$ cat src/rtl/swc_pkg.sv
package swc_pkg;

    // Sequencer states
    typedef enum logic [2:0] {
        SEQ_RUN    = 3'd0,
        SEQ_ENTRY1 = 3'd1,
        SEQ_ENTRY2 = 3'd2,
        SEQ_STOP   = 3'd3,
        SEQ_WAKE   = 3'd4
    } seq_state_e;

    // Key guard states
    typedef enum logic [1:0] {
        KEY_IDLE  = 2'd0,
        KEY_HALF  = 2'd1,
        KEY_ARMED = 2'd2
    } key_state_e;

    // Per-domain oscillator timer states
    typedef enum logic [1:0] {
        TMR_RUN   = 2'd0,
        TMR_OFF   = 2'd1,
        TMR_START = 2'd2,
        TMR_STAB  = 2'd3
    } tmr_state_e;

    // Externally visible phase code
    localparam logic [1:0] PH_RUN     = 2'd0;
    localparam logic [1:0] PH_STOP    = 2'd1;
    localparam logic [1:0] PH_HS_WAIT = 2'd2;
    localparam logic [1:0] PH_LS_WAIT = 2'd3;

    localparam logic [7:0] KEY_FIRST  = 8'h5A;
    localparam logic [7:0] KEY_SECOND = 8'hA5;

    localparam logic ADDR_KEY  = 1'b0;
    localparam logic ADDR_CTRL = 1'b1;
    localparam int   STOP_BIT_POS = 0;

    localparam int DOM_HS = 0;
    localparam int DOM_LS = 1;
    localparam int N_DOM  = 2;

endpackage

$ cat src/rtl/swc_unlock.sv
module swc_unlock
    import swc_pkg::*;
(
    input  logic       clk,
    input  logic       rst_n,
    input  logic       key_wr_i,
    input  logic [7:0] key_data_i,
    input  logic       ctrl_wr_i,
    output logic       armed_o
);

    key_state_e st_q, st_d;

    always_ff @(posedge clk or negedge rst_n) begin
        if (!rst_n) begin
            st_q <= KEY_IDLE;
        end else begin
            st_q <= st_d;
        end
    end

    always_comb begin
        st_d = st_q;
        if (ctrl_wr_i) begin
            // every control write consumes the guard
            st_d = KEY_IDLE;
        end else if (key_wr_i) begin
            unique case (st_q)
                KEY_HALF: begin
                    if (key_data_i == KEY_SECOND) begin
                        st_d = KEY_ARMED;
                    end else if (key_data_i == KEY_FIRST) begin
                        st_d = KEY_HALF;
                    end else begin
                        st_d = KEY_IDLE;
                    end
                end
                KEY_IDLE, KEY_ARMED: begin
                    st_d = (key_data_i == KEY_FIRST) ? KEY_HALF : KEY_IDLE;
                end
                default: st_d = KEY_IDLE;
            endcase
        end
    end

    always_comb begin
        armed_o = (st_q == KEY_ARMED);
    end

endmodule

$ cat src/rtl/swc_wake_src.sv
module swc_wake_src #(
    parameter int N_IRQ = 4
) (
    input  logic             nmi_i,
    input  logic [N_IRQ-1:0] irq_i,
    input  logic [N_IRQ-1:0] irq_en_i,
    output logic             wake_o
);

    logic [N_IRQ-1:0] qualified;

    for (genvar i = 0; i < N_IRQ; i++) begin : g_line
        assign qualified[i] = irq_i[i] & irq_en_i[i];
    end

    assign wake_o = nmi_i | (|qualified);

endmodule

$ cat src/rtl/swc_osc_timer.sv
module swc_osc_timer
    import swc_pkg::*;
#(
    parameter int START_CYC = 64,
    parameter int STAB_CNT  = 8192
) (
    input  logic clk,
    input  logic rst_n,
    input  logic halt_i,
    input  logic launch_i,
    input  logic pulse_i,
    output logic osc_en_o,
    output logic ready_o
);

    localparam int SW = (START_CYC > 1) ? $clog2(START_CYC) : 1;
    localparam int PW = (STAB_CNT > 1) ? $clog2(STAB_CNT) : 1;
    localparam logic [SW-1:0] S_LAST = SW'(START_CYC - 1);
    localparam logic [PW-1:0] P_LAST = PW'(STAB_CNT - 1);

    tmr_state_e    st_q, st_d;
    logic [SW-1:0] scnt_q;
    logic [PW-1:0] pcnt_q;
    logic          start_end;
    logic          stab_end;

    always_comb begin
        start_end = (st_q == TMR_START) && (scnt_q == S_LAST);
        stab_end  = (st_q == TMR_STAB) && pulse_i && (pcnt_q == P_LAST);
    end

    always_ff @(posedge clk or negedge rst_n) begin
        if (!rst_n) begin
            st_q <= TMR_RUN;
        end else begin
            st_q <= st_d;
        end
    end

    always_comb begin
        st_d = st_q;
        unique case (st_q)
            TMR_RUN:   if (halt_i)    st_d = TMR_OFF;
            TMR_OFF:   if (launch_i)  st_d = TMR_START;
            TMR_START: if (start_end) st_d = TMR_STAB;
            TMR_STAB:  if (stab_end)  st_d = TMR_RUN;
            default:                  st_d = TMR_RUN;
        endcase
    end

    // start window counts controller cycles, stabilization counts strobes
    always_ff @(posedge clk or negedge rst_n) begin
        if (!rst_n) begin
            scnt_q <= '0;
            pcnt_q <= '0;
        end else begin
            if (st_q != TMR_START) begin
                scnt_q <= '0;
            end else begin
                scnt_q <= scnt_q + 1'b1;
            end
            if (st_q != TMR_STAB) begin
                pcnt_q <= '0;
            end else if (pulse_i) begin
                pcnt_q <= pcnt_q + 1'b1;
            end
        end
    end

    always_comb begin
        osc_en_o = (st_q != TMR_OFF);
        ready_o  = (st_q == TMR_RUN);
    end

endmodule

$ cat src/rtl/swc_seq.sv
module swc_seq
    import swc_pkg::*;
(
    input  logic       clk,
    input  logic       rst_n,
    input  logic       stop_req_i,
    input  logic       wake_i,
    input  logic       hs_ready_i,
    input  logic       ls_ready_i,
    output logic       halt_o,
    output logic       launch_o,
    output logic       stop_bit_o,
    output logic [1:0] phase_o
);

    seq_state_e st_q, st_d;
    logic       domains_up;
    logic       accept;

    always_comb begin
        domains_up = hs_ready_i && ls_ready_i;
        accept     = stop_req_i && domains_up &&
                     ((st_q == SEQ_RUN) || (st_q == SEQ_WAKE));
    end

    always_ff @(posedge clk or negedge rst_n) begin
        if (!rst_n) begin
            st_q <= SEQ_RUN;
        end else begin
            st_q <= st_d;
        end
    end

    always_comb begin
        st_d = st_q;
        unique case (st_q)
            SEQ_RUN:    if (accept) st_d = SEQ_ENTRY1;
            SEQ_ENTRY1: st_d = wake_i ? SEQ_RUN : SEQ_ENTRY2;
            SEQ_ENTRY2: st_d = wake_i ? SEQ_RUN : SEQ_STOP;
            SEQ_STOP:   if (wake_i) st_d = SEQ_WAKE;
            SEQ_WAKE: begin
                if (accept) begin
                    st_d = SEQ_ENTRY1;
                end else if (hs_ready_i) begin
                    st_d = SEQ_RUN;
                end
            end
            default:    st_d = SEQ_RUN;
        endcase
    end

    always_comb begin
        halt_o     = (st_q == SEQ_ENTRY2) && !wake_i;
        launch_o   = (st_q == SEQ_STOP) && wake_i;
        stop_bit_o = (st_q == SEQ_ENTRY1) || (st_q == SEQ_ENTRY2) ||
                     (st_q == SEQ_STOP);
        unique case (st_q)
            SEQ_STOP: phase_o = PH_STOP;
            SEQ_WAKE: begin
                if (!hs_ready_i) begin
                    phase_o = PH_HS_WAIT;
                end else begin
                    phase_o = ls_ready_i ? PH_RUN : PH_LS_WAIT;
                end
            end
            default:  phase_o = ls_ready_i ? PH_RUN : PH_LS_WAIT;
        endcase
    end

endmodule

$ cat src/rtl/stop_wake_ctrl.sv
module stop_wake_ctrl
    import swc_pkg::*;
#(
    parameter int N_PORT_IRQ   = 4,
    parameter int HS_START_CYC = 64,
    parameter int LS_START_CYC = 256,
    parameter int STAB_PULSES  = 8192
) (
    input  logic                  clk,
    input  logic                  rst_n,
    input  logic                  wr_en,
    input  logic                  wr_addr,
    input  logic [7:0]            wr_data,
    input  logic                  nmi_req,
    input  logic [N_PORT_IRQ-1:0] port_irq,
    input  logic [N_PORT_IRQ-1:0] port_irq_en,
    input  logic                  hs_pulse,
    input  logic                  ls_pulse,
    output logic                  hs_osc_en,
    output logic                  ls_osc_en,
    output logic                  sysclk_gate_en,
    output logic                  hsclk_gate_en,
    output logic                  lsclk_gate_en,
    output logic                  stop_bit,
    output logic                  code_armed,
    output logic [1:0]            phase
);

    logic             key_wr;
    logic             ctrl_wr;
    logic             stop_req;
    logic             wake;
    logic             halt;
    logic             launch;
    logic [N_DOM-1:0] pulse_v;
    logic [N_DOM-1:0] osc_en_v;
    logic [N_DOM-1:0] ready_v;

    always_comb begin
        key_wr   = wr_en && (wr_addr == ADDR_KEY);
        ctrl_wr  = wr_en && (wr_addr == ADDR_CTRL);
        stop_req = ctrl_wr && wr_data[STOP_BIT_POS] && code_armed;
    end

    swc_unlock u_unlock (
        .clk        (clk),
        .rst_n      (rst_n),
        .key_wr_i   (key_wr),
        .key_data_i (wr_data),
        .ctrl_wr_i  (ctrl_wr),
        .armed_o    (code_armed)
    );

    swc_wake_src #(.N_IRQ(N_PORT_IRQ)) u_wake (
        .nmi_i    (nmi_req),
        .irq_i    (port_irq),
        .irq_en_i (port_irq_en),
        .wake_o   (wake)
    );

    assign pulse_v[DOM_HS] = hs_pulse;
    assign pulse_v[DOM_LS] = ls_pulse;

    for (genvar d = 0; d < N_DOM; d++) begin : g_dom
        swc_osc_timer #(
            .START_CYC ((d == DOM_HS) ? HS_START_CYC : LS_START_CYC),
            .STAB_CNT  (STAB_PULSES)
        ) u_tmr (
            .clk      (clk),
            .rst_n    (rst_n),
            .halt_i   (halt),
            .launch_i (launch),
            .pulse_i  (pulse_v[d]),
            .osc_en_o (osc_en_v[d]),
            .ready_o  (ready_v[d])
        );
    end

    swc_seq u_seq (
        .clk        (clk),
        .rst_n      (rst_n),
        .stop_req_i (stop_req),
        .wake_i     (wake),
        .hs_ready_i (ready_v[DOM_HS]),
        .ls_ready_i (ready_v[DOM_LS]),
        .halt_o     (halt),
        .launch_o   (launch),
        .stop_bit_o (stop_bit),
        .phase_o    (phase)
    );

    always_comb begin
        hs_osc_en      = osc_en_v[DOM_HS];
        ls_osc_en      = osc_en_v[DOM_LS];
        sysclk_gate_en = ready_v[DOM_HS];
        hsclk_gate_en  = ready_v[DOM_HS];
        lsclk_gate_en  = ready_v[DOM_LS];
    end

endmodule

$ cat config.mk
export PLATFORM = sky130hd
export DESIGN_NAME = stop_wake_ctrl
export DESIGN_NICKNAME = d
export VERILOG_FILES = /design/src/rtl/swc_pkg.sv /design/src/rtl/swc_unlock.sv /design/src/rtl/swc_wake_src.sv /design/src/rtl/swc_osc_timer.sv /design/src/rtl/swc_seq.sv /design/src/rtl/stop_wake_ctrl.sv
export SDC_FILE = /design/constraint.sdc
export NUM_CORES = 1
export LEC_CHECK = 0
export ABC_AREA = 0
export ABC_CLOCK_PERIOD_IN_PS = 2000
export BUFFER_PORTS_ARGS = -buffer_cell sky130_fd_sc_hd__buf_2
export CAP_MARGIN = 0
export CORE_ASPECT_RATIO = 1.1
export CORE_MARGIN = 2
export CORE_UTILIZATION = 35
export DETAILED_ROUTE_END_ITERATION = 16
export GPL_ROUTABILITY_DRIVEN = 0
export MAX_ROUTING_LAYER = met4
export PLACE_DENSITY = 0.57
export SYNTH_ARGS = -nofsm -noshare
export SYNTH_HDL_FRONTEND = slang
export SYNTH_HIERARCHICAL = 1
export SYNTH_SLANG_ARGS = --single-unit
export TNS_END_PERCENT = 5
$ cat constraint.sdc
create_clock -name clk -period 2 [get_ports clk]
set_clock_uncertainty 0.05 [all_clocks]
set_input_delay 0 -clock clk [delete_from_list [all_inputs] [get_ports clk]]
set_output_delay 0 -clock clk [all_outputs]
set_load 0.01 [all_outputs]
### After elaboration in Yosys (flattened, before gate mapping)

Index checks and enable logic that the tools add are counted.

* register bits: 49
* latch bits: 0
* memory bits (writable): 0
* memory bits (read-only): 0
* input port bits: 23
* word-level logic and storage cells: 113
* memories: 0

* add/subtract/negate cells: 4
* multiply operators: 0
* divide/modulo/power cells: 0
* $lt $le $gt $ge: 0
* equal/unequal tests: 35
* shifts and indexed selects: 0
* multiplexer cells: 29
* bitwise gates (word level): 6
* reductions and logical operators: 31

Operator list (count)
* $mux 13: 4
* $add 13x1->13 const B: 2
* $eq 13x13->1 const B: 2
* $mux 2: 13
* $ne 2x1->1 const B: 11
* $eq 8x8->1 const B: 2
* $pmux 2 s4: 2
* $logic_and 1x1->1: 15
* $pmux 3 s5: 1
* $mux 3: 4
* $eq 2x2->1 const B: 5
* $ne 2x2->1 const B: 5
* $add 8x1->8 const B: 1
* $eq 8x7->1 const B: 1
* $mux 8: 1
* $pmux 2 s2: 2
* $reduce_and 4->1: 2
* $add 6x1->6 const B: 1
* $eq 2x1->1 const B: 3
* $eq 3x2->1 const B: 2
* $eq 6x6->1 const B: 1
* $logic_not 2->1: 3
* $mux 6: 1
* $reduce_bool 2->1: 3
* 13 further kinds: 18

### Logic depth before layout (Yosys ltp)

Gate-level depths: netlist (run 1).

* depth after elaboration: 7
* depth in mapped cells: 7
* depth with buffers taken out: 7

### Cells and area by module

The synthesis (run 1) kept the hierarchy.

Modules (own cells, without submodules)
* swc_osc_timer (g_dom[1].u_tmr): times used 1, cells an instance 113, area an instance 1257.5 um^2, sequential area each 575.6 um^2
* swc_osc_timer (g_dom[0].u_tmr): times used 1, cells an instance 102, area an instance 1119.8 um^2, sequential area each 525.5 um^2
* swc_seq: times used 1, cells an instance 19, area an instance 197.7 um^2, sequential area each 75.1 um^2
* swc_unlock: times used 1, cells an instance 15, area an instance 137.6 um^2, sequential area each 50.0 um^2
* stop_wake_ctrl: times used 1, cells an instance 4, area an instance 30.0 um^2, sequential area each 0.0 um^2
* swc_wake_src: times used 1, cells an instance 3, area an instance 18.8 um^2, sequential area each 0.0 um^2

### Worst setup path before layout (run 1)

No wires, ideal clock.

* path kind: reg2reg
* start point: reg g_dom[1].u_tmr.pcnt_q[0]
* end point: reg g_dom[1].u_tmr.st_q[1]
* library setup time: 125 ps
* arrival time: 1474 ps
* setup slack: 351 ps
* cell stages (with the launch flop): 6
* buffers on the path: 0
* cell sequence: dfrtp_1 ha_1 nand3_4 o41ai_4 nand3_2 mux2_4

* cells in the longest elaborated chain, start to end: 4

RTL lines
* from (decl): RTL line swc_osc_timer.sv:23 `logic [PW-1:0] pcnt_q;`
* from (signal assigned): RTL line swc_osc_timer.sv:65 `pcnt_q <= pcnt_q + 1'b1;`
* $eq 13x13->1: RTL line swc_osc_timer.sv:29 `stab_end = (st_q == TMR_STAB) && pulse_i && (pcnt_q == P_LAST);`
* $logic_and 1x1->1: RTL line swc_osc_timer.sv:29
* $ne 2x1->1 (no source line)
* $reduce_and 4->1 (no source line)
* to (signal assigned): RTL line swc_osc_timer.sv:36 `st_q <= st_d;`
* to (decl): RTL line swc_osc_timer.sv:21 `tmr_state_e st_q, st_d;`

Every way passes these cells.
A chain may end at the register's enable or synchronous reset.

### Worst setup path in the final report (run 1)

* start point: in wr_addr
* end point: reg u_unlock.st_q[1]

RTL lines
* from (decl): RTL line stop_wake_ctrl.sv:12 `input logic wr_addr,`
* $logic_and 1x1->1 (*): RTL line stop_wake_ctrl.sv:41 `ctrl_wr = wr_en && (wr_addr == ADDR_CTRL);`
* net ctrl_wr: RTL line stop_wake_ctrl.sv:30 `logic ctrl_wr;`
* $mux 2 / $reduce_bool 2->1 (equally long branches)
* to (signal assigned): RTL line swc_unlock.sv:18 `st_q <= st_d;`
* to (decl): RTL line swc_unlock.sv:12 `key_state_e st_q, st_d;`

The timed path passes the listed nets; every way through them passes the cells marked *.

==> summary.md, run 1 <==
| Metric | Value |
|---|---|
| Result of the run | complete, no violations |
| Top-count cell post-synth | sky130_fd_sc_hd__dfrtp_1 |
| Ports placed on the boundary | 32 |
| Length of routed met2 wiring | 2.55 mm |
| Post-Syn Area | 2760 um^2 |
| Clock latency at the later pin of the worst-skew pair | 0.30 ns |
| Met1 WL | 2.41 mm |
| Register bit count reported by yosys | 49 |
| Max-Slew Margin vs Limit | 0.582 |
| Final net count | 349 |
| Average instance area after synthesis | 10.8 um^2 |
| Non-Filler Cell Area, Final | 3310 um^2 |
| Initial Utilization | 0.365 |
| I/O Buffers | 31 |
| Final setup violating endpoints | 0 |
| Antenna violations before repair | 0 |
| H-tree levels | 2 |
| RSZ-0062 raised after global routing | false |
| Area of the placeable core | 7560 um^2 |
| Part of the cycle the worst path needs | 0.946 |
| Reported max-cap violation count | 0 |
| Average wire per cell in the routed design | 12.4 um |
| Post-synthesis net count | 293 |
| Amount of wire on met3 after detailed routing | 182 um |
| Total CTS buffers | 5 |
| Synth area leaders | sky130_fd_sc_hd__dfrtp_1, sky130_fd_sc_hd__and2_1, sky130_fd_sc_hd__ha_1 |
| Synthesis-to-layout area growth | 19.9% |
| Sum of routed wire length over all layers | 5.20 mm |
| Crit Path Category | in -> reg |
| Dominant cell type by area after synthesis | sky130_fd_sc_hd__dfrtp_1 |
| Proportion of synthesized flip-flops having asynchronous set or reset | 1.00 |
| Most instantiated flip-flop cell in the synthesis netlist | sky130_fd_sc_hd__dfrtp_1 |
| Arrival time worst endpoint | 2.04 ns |
| Worst endpoint required time | 2.15 ns |
| First-pass GRT wire length | 9.06 mm |
| Detail-routed via count per cell | 4.86 |
| Chip height | 97.2 um |
| Highest clock frequency the design can meet | 0.529 GHz |
| Die X | 88.7 um |
| Hold Vio Cnt, Final | 0 |
| Area share of the largest cell type after synthesis | 0.444 |
| Inserted Diodes | 0 |
| Min Clock Period, post-route | 1.89 ns |
| TritonCTS clock tree | built |
| Critical Path Source Type | primary input |
| Worst-case reg-to-reg path depth | 5 |
| Fin Setup TNS | 0 ns |
| Clock transition time at the flip-flop clock pins of the worst setup and hold paths | 0.09 ns |
| Via count of the first global-routing pass | 2,055 |
| Dpl cell area | 3070 um^2 |
| Post-DRT Antenna Nets | 0 |
| DIE AREA | 8620 um^2 |
| Fraction of layout cells with a size suffix above 1 | 0.208 |
| Share of the core filled with cells in the final layout | 0.438 |
| Remaining design rule violation count | 0 |
| Global-route usage over all layers | 0.134 |
| Min-Delay Path Class | in -> reg |
| Power Density | 834 nW/um^2 |
| Number of enable-type register cells in the synthesized netlist | 0 |
| Leakage power | 0.00155 uW |
| Detailed Route Iter0 Violations | 30 |
| Count of yosys warnings during synthesis | 6 |
| Worst voltage drop across the vdd grid | 356 uV |
| Nature of the critical path endpoint | flop |
| Actual slew at the worst max-slew pin | 0.628 ns |
| Std cell rows | 33 |
| Max clock buf depth | 2 |
| Via count | 2,031 |
| Commonest cells in the synthesized netlist | sky130_fd_sc_hd__dfrtp_1, sky130_fd_sc_hd__and2_1, sky130_fd_sc_hd__xnor2_1 |
| Worst Hold Depth | 5 |
| Uppermost routed layer | met4 |
| Largest net degree at the start of global routing | 50 |
| Synth cell types | 57 |
| Cell at the root of the clock tree | sky130_fd_sc_hd__clkbuf_8 |
| Gr ovfl total | 0 |
| Number of clock sinks | 49 |
| Sequential share of the synthesized area | 0.444 |
| Number of iterations in the first detailed-routing pass | 4 |
| HPWL after DPL | 3.58 mm |
| Post-synthesis cell count | 256 |
| Highest net fanout along the worst path | 3 |
| Pins Over Slew Limit | 0 |
| # fillers | 731 |
## cell usage in the layout (no fill, tap or decap), drive strengths merged, types with 4 or more instances in the layout
cell	netlist	layout
clkbuf	3	8
nand2	13	13
dlygate4sd3	0	13
nor2b	6	6
nor2	5	5
nand3	15	15
o21ai	7	7
dfrtp	49	49
ha	14	14
buf	3	42
inv	10	10
a21boi	6	6
xnor2	18	18
and4	5	5
and2	33	33
xor2	9	9
and3	4	4
nand4	10	10
or3	6	6
## worst max-delay path, stage by stage
cell                            delay [ns]
sky130_fd_sc_hd__dlygate4sd3_1        0.53
sky130_fd_sc_hd__buf_2                0.13
sky130_fd_sc_hd__and2_2               0.20
sky130_fd_sc_hd__or4b_1               0.50
sky130_fd_sc_hd__dlygate4sd3_1        0.57
sky130_fd_sc_hd__o32ai_1              0.11
## routing by layer
metal	vias up	track usage
met1	979	0.168
met5	-	-
met2	32	0.214
met3	6	0.0340
met4	0	0.0361
li1	1014	-
## worst paths after layout
| kind | slack [ns] | from | endpoint |
|---|---|---|---|
| hold / removal | 0.02 | nmi_req | u_seq/st_q[1]$_DFFE_PN0P_ |
| setup reg to reg | 0.16 | u_seq/st_q[0]$_DFFE_PN0P_ | g_dom[1].u_tmr/st_q[1]$_DFFE_PN0P_ |
| max in group asynchronous | 1.20 | rst_n | g_dom[1].u_tmr/scnt_q[4]$_DFF_PN0_ |
| min in group asynchronous | 0.27 | rst_n | g_dom[0].u_tmr/pcnt_q[1]$_DFFE_PN0P_ |
| hold reg to reg | 0.41 | g_dom[0].u_tmr/scnt_q[0]$_DFF_PN0_ | g_dom[0].u_tmr/scnt_q[0]$_DFF_PN0_ |
| setup / recovery | 0.11 | wr_addr | u_unlock/st_q[1]$_DFFE_PN0P_ |
## per-stage QoR
step           hold slack (ns)  worst slack, ns  power, uW  cells
2_1_floorplan           -0.346            0.351       1820    256
3_3_place_gp             0.105            0.171       2130    393
3_5_place_dp             0.106           0.0965       2140    393
4_1_cts                0.00614           0.0130       2740    414
5_1_grt                 0.0324          0.00778       2990    418
6_report                0.0187            0.108       2760    418
## registers in the layout (all words and copies together), names as in the netlist
signal / cells
u_unlock/st_q: 2
g_dom.u_tmr/st_q: 4
g_dom.u_tmr/scnt_q: 14
u_seq/st_q: 3
g_dom.u_tmr/pcnt_q: 26
## where the power goes
group          internal (uW)  total (uW)  switching [uW]
Clock                    249         567             318
Combinational            495        1020             526
Sequential              1090        1170            84.5
Total                   1830        2760             928
## what timing repair did
item	CTS	global route
resized for setup	0	2
endpoints found under the setup margin	0	2
endpoints found under the hold margin	52	0
hold buffers	13	0
buffers inserted	0	4
## logic make-up after synthesis
family                   count (synthesis)  share of synthesized area
buffers and inverters                   16                     0.0263
flip-flops                              49                      0.444
adder cells (fa/ha/maj)                 14                     0.0634
multiplexers                             4                     0.0168
AO/OA/AOI/OAI                           30                     0.0875
XOR/XNOR                                27                     0.0856
AND/OR/NAND/NOR                        116                      0.276
## area by class of cell
class                           count  area (um^2)  area share
Clock buffer                        8         80.1      0.0242
Inverter                           10         37.5      0.0113
Sequential cell                    49         1230       0.370
Tap cell                          105          131      0.0397
Multi-Input combinational cell    191         1470       0.443
Timing Repair Buffer               55          368       0.111
(Power assumes the default switching activity.)
==> run 2, diff against run 1 <==
--- a/config.mk
+++ b/config.mk
@@ -5,8 +5,7 @@
 export SDC_FILE = /design/constraint.sdc
 export NUM_CORES = 1
 export LEC_CHECK = 0
-export ABC_AREA = 0
-export ABC_CLOCK_PERIOD_IN_PS = 2000
+export ABC_AREA = 1
 export BUFFER_PORTS_ARGS = -buffer_cell sky130_fd_sc_hd__buf_2
 export CAP_MARGIN = 0
 export CORE_ASPECT_RATIO = 1.1
==> constraint.sdc (replaced) <==
create_clock -name clk -period 2.4 [get_ports clk]
set_clock_uncertainty 0.05 [all_clocks]
set_input_delay 0 -clock clk [delete_from_list [all_inputs] [get_ports clk]]
set_output_delay 0 -clock clk [all_outputs]
set_load 0.01 [all_outputs]
==> run 2 against run 1 <==
Compared with the run above:
- final area decreased by 1.1%
- worst setup slack improved by 0.35 ns
- count of clock-buffer cells in the layout shrank 3
- critical path depth is 1 higher
- worst hold slack about the same
- flip-flop and latch count unchanged
==> summary.md, run 2 <==
| Metric | Value |
|---|---|
| Result of the run | complete, no violations |
| Count of yosys warnings during synthesis | 6 (unchanged) |
| Post-synthesis net count | 415 (+42%) |
| Most used cells in the layout excluding fill and tap cells | sky130_fd_sc_hd__nand2_1, sky130_fd_sc_hd__inv_1, sky130_fd_sc_hd__nor2_1, sky130_fd_sc_hd__dfrtp_1, sky130_fd_sc_hd__buf_2 |
| HPWL after DPL | 4.12 mm (+15%) |
| Register-to-register path setup slack | 0.46 ns (+0.30 ns) |
| Most common cell after layout, fill and taps aside | sky130_fd_sc_hd__nand2_1 |
| Post-DRT Antenna Nets | 0 (unchanged) |
| Number of clock sinks | 49 (unchanged) |
| Largest net degree at the start of global routing | 34 (-32%) |
| Gr ovfl total | 0 (unchanged) |
| Detail-routed via count per cell | 4.58 (-5.8%) |
| Remaining design rule violation count | 0 (unchanged) |
| Ports placed on the boundary | 32 (unchanged) |
| Max clock buf depth | 2 (unchanged) |
| Die X | 89.7 um (+1.1%) |
| Via count of the first global-routing pass | 2,296 (+12%) |
| Area share of the largest cell type after synthesis | 0.434 (-0.0104) |
| Top-count cell post-synth | sky130_fd_sc_hd__nand2_1 |
| Max-Slew Margin vs Limit | 0.639 (+0.0576) |
| DIE AREA | 8810 um^2 (+2.3%) |
| Worst hold endpoint | u_seq/st_q[0]$_DFFE_PN0P_ |
| TritonCTS clock tree | built |
| Highest clock frequency the design can meet | 0.515 GHz |
| Clock latency at the later pin of the worst-skew pair | 0.31 ns (about the same) |
| Chip height | 98.3 um (+1.1%) |
| Multi-input gate area in the final layout | 1360 um^2 (-7.3%) |
| Largest Register | g_dom.u_tmr/pcnt_q |
| Regs by FF count | g_dom.u_tmr/pcnt_q (26), g_dom.u_tmr/scnt_q (14), g_dom.u_tmr/st_q (4) |
| Detailed Route Iter0 Violations | 61 (+100%) |
| Average instance area after synthesis | 7.48 um^2 (-31%) |
| Clock transition time at the flip-flop clock pins of the worst setup and hold paths | 0.09 ns (about the same) |
| Commonest cells in the synthesized netlist | sky130_fd_sc_hd__nand2_1, sky130_fd_sc_hd__inv_1, sky130_fd_sc_hd__nor2_1 |
| Most instantiated flip-flop cell in the synthesis netlist | sky130_fd_sc_hd__dfrtp_1 |
| Worst-case reg-to-reg path depth | 7 (+2) |
| Sum of routed wire length over all layers | 5.45 mm (+4.7%) |
| Inserted Diodes | 0 (unchanged) |
| Worst endpoint required time | 2.60 ns (+0.45 ns) |
| Final net count | 458 (+31%) |
| Global-route usage over all layers | 0.136 (+0.00129) |
| Total CTS buffers | 5 (unchanged) |
| Proportion of synthesized flip-flops having asynchronous set or reset | 1.00 (unchanged) |
| Number of iterations in the first detailed-routing pass | 4 (unchanged) |
| Number of flip-flops in the largest register | 26 (unchanged) |
| Post-cts resize count | 0 (unchanged) |
| Worst voltage drop across the vdd grid | 171 uV (-52%) |
| Pins Over Slew Limit | 0 (unchanged) |
| Area of the placeable core | 7870 um^2 (+4.2%) |
| Fin Setup TNS | 0 ns (unchanged) |
| Leakage power | 0.00160 uW (+3.3%) |
| Non-Filler Cell Area, Final | 3270 um^2 (-1.1%) |
| Arrival time worst endpoint | 2.14 ns (+0.10 ns) |
| Number of hold-repair buffers added at the cts stage | 8 (-5) |
| Synth area leaders | sky130_fd_sc_hd__dfrtp_1, sky130_fd_sc_hd__nand2_1, sky130_fd_sc_hd__inv_1 |
| Power Density | 430 nW/um^2 (-49%) |
| Min Clock Period, post-route | 1.94 ns |
| Number of enable-type register cells in the synthesized netlist | 0 (unchanged) |
| Dominant cell type by area after synthesis | sky130_fd_sc_hd__dfrtp_1 |
| Sequential share of the synthesized area | 0.434 (-0.0104) |
| Final setup violating endpoints | 0 (unchanged) |
| Cell at the root of the clock tree | sky130_fd_sc_hd__clkbuf_8 |
| Std cell rows | 34 (+3.0%) |
| Worst Hold Depth | 5 (unchanged) |
| Post-CTS Setup Bufs | 0 (unchanged) |
| Amount of wire on met3 after detailed routing | 136 um (-25%) |
| Reg2Reg Launch Point | u_unlock/st_q[1]$_DFFE_PN0P_ |
| Reported max-cap violation count | 0 (unchanged) |
| Met1 WL | 2.52 mm (+4.9%) |
| Actual slew at the worst max-slew pin | 0.541 ns (-0.0864 ns) |
| Final Total Pwr | 1410 uW (-49%) |
| Part of the cycle the worst path needs | 0.809 |
| Average wire per cell in the routed design | 10.3 um (-17%) |
| Via count | 2,425 (+19%) |
| # fillers | 813 (+11%) |
| Highest net fanout along the worst path | 3 (unchanged) |
| Nature of the critical path endpoint | flop |
| Length of routed met2 wiring | 2.69 mm (+5.6%) |
| Post-Syn Area | 2830 um^2 (+2.4%) |
| Antenna violations before repair | 0 (unchanged) |
| Synth cell types | 30 (-47%) |
| Sequential cell area | 1230 um^2 (unchanged) |
| Initial Utilization | 0.359 (-0.00616) |
| Dpl cell area | 3100 um^2 (+1.2%) |
| Start point of the worst min-delay path | wr_data[0] |
| Fraction of layout cells with a size suffix above 1 | 0.161 (-0.0465) |
| Min-Delay Path Class | in -> reg |
| Register bit count reported by yosys | 49 (unchanged) |
| I/O Buffers | 31 (unchanged) |
| H-tree levels | 2 (unchanged) |
| Hold Vio Cnt, Final | 0 (unchanged) |
| PnR worst setup slack | 0.459 ns (+0.351 ns) |
| Uppermost routed layer | met4 |
| Crit Path Category | reg -> reg |
| RSZ-0062 raised after global routing | false |
| Terminus of the critical flop-to-flop path | u_unlock/st_q[1]$_DFFE_PN0P_ |
| Post-synthesis cell count | 378 (+48%) |
| Critical Path Source Type | flop |
| Worst Setup Slack post-DPL | 0.870 ns (+0.773 ns) |
| First-pass GRT wire length | 9.66 mm (+6.6%) |
| Synthesis-to-layout area growth | 15.8% |
## run 2: cell count changes after synthesis, moves of 9 or more
cell                      delta
sky130_fd_sc_hd__xor2_1      -9
sky130_fd_sc_hd__nor2_1     +49
sky130_fd_sc_hd__o21ai_0    +15
sky130_fd_sc_hd__and2_1     -31
sky130_fd_sc_hd__nand2_1    +78
sky130_fd_sc_hd__inv_1      +45
sky130_fd_sc_hd__xnor2_1    -18
sky130_fd_sc_hd__a21oi_1    +18
## run 2: per-stage QoR
step / hold WS (ns) / utilization / std cells
global route: 0.0715 / 0.416 / 530
floorplan: -0.346 / - / 378
CTS: 0.0120 / 0.416 / 530
global placement: -0.107 / 0.394 / 514
finish: 0.0191 / 0.416 / 530
detailed placement: -0.106 / 0.394 / 514
## run 2: routing by layer
metal  GRT usage  vias to the layer above
met5           -                        -
met2       0.235                       22
met1       0.156                     1115
li1            -                     1281
met3      0.0231                        7
met4      0.0568                        0
## run 2: cell type report
cell class	instances	area share
flip-flops and latches	49	0.375
clock buffers	5	0.0210
multi-input cells	267	0.416
clock inverters	3	0.00688
repair buffers	40	0.0742
well taps	108	0.0413
inverters	58	0.0665
## run 2: report_power, final
| group | switching (uW) | total [uW] | internal, uW |
|---|---|---|---|
| combinational | 49.2 | 81.7 | 32.5 |
| clock | 291 | 498 | 207 |
| sequential | 0.846 | 827 | 826 |
## run 2: worst max-delay path, stage by stage (launching register included)
cell and delay, ns:
sky130_fd_sc_hd__dfrtp_1 0.41, sky130_fd_sc_hd__inv_2 0.06, sky130_fd_sc_hd__nand2_1 0.04, sky130_fd_sc_hd__nor2_1 0.09, sky130_fd_sc_hd__dlygate4sd3_1 0.56, sky130_fd_sc_hd__nand3_1 0.06
sky130_fd_sc_hd__dlygate4sd3_1 0.55, sky130_fd_sc_hd__nand2_1 0.06
## run 2: how the worst max path moves through the flow
stage | startpoint | endpoint | slack, ns | depth (start not counted)
floorplan | g_dom[1].u_tmr/st_q[0]$_DFFE_PN0P_ | g_dom[1].u_tmr/st_q[0]$_DFFE_PN0P_ | 1.0 | 6
global placement | g_dom[0].u_tmr/st_q[0]$_DFFE_PN0P_ | g_dom[0].u_tmr/st_q[1]$_DFFE_PN0P_ | 0.89 | 7
detailed placement | g_dom[0].u_tmr/st_q[0]$_DFFE_PN0P_ | g_dom[0].u_tmr/st_q[1]$_DFFE_PN0P_ | 0.87 | 7
CTS | u_unlock/st_q[1]$_DFFE_PN0P_ | u_unlock/st_q[1]$_DFFE_PN0P_ | 0.47 | 7
global route | u_unlock/st_q[1]$_DFFE_PN0P_ | u_unlock/st_q[1]$_DFFE_PN0P_ | 0.36 | 7
finish | u_unlock/st_q[1]$_DFFE_PN0P_ | u_unlock/st_q[1]$_DFFE_PN0P_ | 0.46 | 7
## run 2: logic make-up (layout without fill, tap and decap cells)
| group | after synthesis | in the layout | synth area share |
|---|---|---|---|
| buffers and inverters | 62 | 106 | 0.0854 |
| AND/OR/NAND/NOR | 201 | 201 | 0.316 |
| AO/OA/AOI/OAI | 52 | 52 | 0.103 |
| flip-flops | 49 | 49 | 0.434 |
| adder cells (fa/ha/maj) | 14 | 14 | 0.0619 |
==> run 3, diff against run 2 <==
==> constraint.sdc (replaced) <==
create_clock -name clk -period 1.8 [get_ports clk]
set_clock_uncertainty 0.05 [all_clocks]
set_input_delay 0 -clock clk [delete_from_list [all_inputs] [get_ports clk]]
set_output_delay 0 -clock clk [all_outputs]
set_load 0.01 [all_outputs]
==> run 3 against run 2 <==
Compared with the run above:
- die area unchanged
- count of clock-buffer cells in the layout increased by 3
- sequential power increased by 33%
- worst setup slack got worse by 0.21 ns
- first-iteration DRC count increased by 48%
- combinational power grew 44%
- total power grew 31%
- via count increased by 0.78%
- critical path type is now reg -> out
==> summary.md, run 3 (synthesis gave the netlist of run 2 again) <==
| Metric | Value |
|---|---|
| Inserted Diodes | 0 (unchanged) |
| Worst-case reg-to-reg path depth | 5 (-2) |
| Setup crit start | g_dom[0].u_tmr/st_q[0]$_DFFE_PN0P_ |
| Via count | 2,444 (+0.78%) |
| Clock latency at the later pin of the worst-skew pair | 0.30 ns (about the same) |
| Largest Register | g_dom.u_tmr/pcnt_q |
| Terminus of the critical flop-to-flop path | g_dom[1].u_tmr/st_q[0]$_DFFE_PN0P_ |
| H-tree levels | 2 (unchanged) |
| Chip height | 98.3 um (unchanged) |
| Detail-routed via count per cell | 4.57 (-0.16%) |
| Largest net degree at the start of global routing | 34 (unchanged) |
| Nature of the critical path endpoint | primary output |
| Synthesis-to-layout area growth | 17.3% |
| Most used cells in the layout excluding fill and tap cells | sky130_fd_sc_hd__nand2_1, sky130_fd_sc_hd__inv_1, sky130_fd_sc_hd__nor2_1, sky130_fd_sc_hd__dfrtp_1, sky130_fd_sc_hd__buf_2 |
| Reported max-cap violation count | 0 (unchanged) |
| Most common cell after layout, fill and taps aside | sky130_fd_sc_hd__nand2_1 |
| Std cell rows | 34 (unchanged) |
| TritonCTS clock tree | built |
| Final setup violating endpoints | 0 (unchanged) |
| Actual slew at the worst max-slew pin | 0.443 ns (-0.0983 ns) |
| Highest net fanout along the worst path | 5 (+2) |
| PnR worst setup slack | 0.251 ns (-0.208 ns) |
| Ports placed on the boundary | 32 (unchanged) |
| Sum of routed wire length over all layers | 5.48 mm (+0.72%) |
| Result of the run | complete, no violations |
| Gr ovfl total | 0 (unchanged) |
| Worst voltage drop across the vdd grid | 249 uV (+46%) |
| Clock transition time at the flip-flop clock pins of the worst setup and hold paths | 0.08 ns (about the same) |
| Crit Path Category | reg -> out |
| Final net count | 463 (+1.1%) |
| Post-CTS Setup Bufs | 0 (unchanged) |
| Leakage power | 0.00163 uW (+1.4%) |
| Part of the cycle the worst path needs | 0.860 |
| Via count of the first global-routing pass | 2,314 (+0.78%) |
| Pins Over Slew Limit | 0 (unchanged) |
| Fraction of layout cells with a size suffix above 1 | 0.159 (-0.00189) |
| Area of the placeable core | 7870 um^2 (unchanged) |
| Power Density | 556 nW/um^2 (+30%) |
| Min Clock Period, post-route | 1.55 ns |
| Arrival time worst endpoint | 1.50 ns (-0.64 ns) |
| Cell at the root of the clock tree | sky130_fd_sc_hd__clkbuf_8 |
| Critical path endpoint | phase[0] |
| Die X | 89.7 um (unchanged) |
| I/O Buffers | 31 (unchanged) |
| Number of clock sinks | 49 (unchanged) |
| Worst Setup Slack post-DPL | 0.374 ns (-0.496 ns) |
| Final Total Pwr | 1850 uW (+31%) |
| Hold Vio Cnt, Final | 0 (unchanged) |
| Average wire per cell in the routed design | 10.3 um (-0.23%) |
| Dpl cell area | 3140 um^2 (+1.1%) |
| Sequential cell area | 1230 um^2 (unchanged) |
| Non-Filler Cell Area, Final | 3320 um^2 (+1.3%) |
| # fillers | 786 (-3.3%) |
| Regs by FF count | g_dom.u_tmr/pcnt_q (26), g_dom.u_tmr/scnt_q (14), g_dom.u_tmr/st_q (4) |
| Reg2Reg Launch Point | g_dom[1].u_tmr/st_q[0]$_DFFE_PN0P_ |
| Max-Slew Margin vs Limit | 0.705 (+0.0656) |
| Number of flip-flops in the largest register | 26 (unchanged) |
| DIE AREA | 8810 um^2 (unchanged) |
| Initial Utilization | 0.359 (unchanged) |
| Min-Delay Path Class | in -> reg |
| Antenna violations before repair | 0 (unchanged) |
| Post-DRT Antenna Nets | 0 (unchanged) |
| Worst endpoint required time | 1.75 ns (-0.85 ns) |
| Total CTS buffers | 5 (unchanged) |
| Remaining design rule violation count | 0 (unchanged) |
| Register-to-register path setup slack | 0.36 ns (-0.10 ns) |
| RSZ-0062 raised after global routing | false |
| HPWL after DPL | 4.14 mm (+0.47%) |
| Fin Setup TNS | 0 ns (unchanged) |
| Highest clock frequency the design can meet | 0.646 GHz |
| Multi-input gate area in the final layout | 1360 um^2 (unchanged) |
| Global-route usage over all layers | 0.136 (+0.000486) |
| Critical Path Source Type | flop |
| Detailed Route Iter0 Violations | 90 (+48%) |
| First-pass GRT wire length | 9.76 mm (+0.99%) |
| Number of iterations in the first detailed-routing pass | 5 (+1) |
| Max clock buf depth | 2 (unchanged) |
run 3: per-stage QoR:
| stage | hold slack [ns] | std cells | utilization |
|---|---|---|---|
| after floorplan | -0.346 | 378 | - |
| after global placement | -0.0953 | 517 | 0.399 |
| after detailed placement | -0.0845 | 517 | 0.399 |
| after CTS | 0.0000142 | 535 | 0.421 |
| after global routing | 0.0323 | 535 | 0.421 |
| final | 0.00754 | 535 | 0.421 |
run 3: timing repair:
action | CTS | global route
hold endpoints to repair | 55 | 0
resized for setup | 0 | 0
hold buffers | 10 | 0
run 3: power breakdown:
part           leakage, uW  total (uW)  switching, uW  internal [uW]
clock            0.0000395         626            350            277
sequential        0.000685        1100           1.12           1100
combinational     0.000902         118           66.9           50.7
run 3: worst min-delay path by stage:
stage | endpoint | slack [ns] | cells past startpoint | startpoint
after floorplan | g_dom[0].u_tmr/pcnt_q[0]$_DFFE_PN0P_ | -0.35 | 0 | rst_n
after global placement | g_dom[0].u_tmr/st_q[1]$_DFFE_PN0P_ | -0.1 | 1 | rst_n
after detailed placement | g_dom[0].u_tmr/st_q[1]$_DFFE_PN0P_ | -0.08 | 1 | rst_n
after CTS | u_unlock/st_q[1]$_DFFE_PN0P_ | 0.00001 | 5 | wr_data[7]
after global routing | u_unlock/st_q[1]$_DFFE_PN0P_ | 0.03 | 5 | wr_data[7]
final | u_unlock/st_q[1]$_DFFE_PN0P_ | 0.008 | 5 | wr_data[7]
run 3: cell type report:
| cell class | instances | share of cell area |
|---|---|---|
| timing repair buffer | 45 | 0.0898 |
| tap | 108 | 0.0407 |
| multi-input combinational | 267 | 0.410 |
| inverter | 58 | 0.0656 |
| clock buffer | 8 | 0.0241 |
| sequential | 49 | 0.370 |
run 3: critical path, cell delays in order, from the launching register on:
cell,delay [ns]
sky130_fd_sc_hd__dfrtp_1,0.40
sky130_fd_sc_hd__inv_1,0.09
sky130_fd_sc_hd__ha_1,0.26
sky130_fd_sc_hd__nor2_1,0.11
sky130_fd_sc_hd__nand2_1,0.08
sky130_fd_sc_hd__nand2_1,0.07
sky130_fd_sc_hd__nand2_1,0.06
sky130_fd_sc_hd__buf_2,0.14
run 3: layer usage:
layer	up-vias	wire, um	GRT usage
met5	-	0	-
met1	1124	2510	0.160
met4	0	65	0.0355
met2	16	2780	0.237
met3	5	124	0.0301
li1	1299	-	-
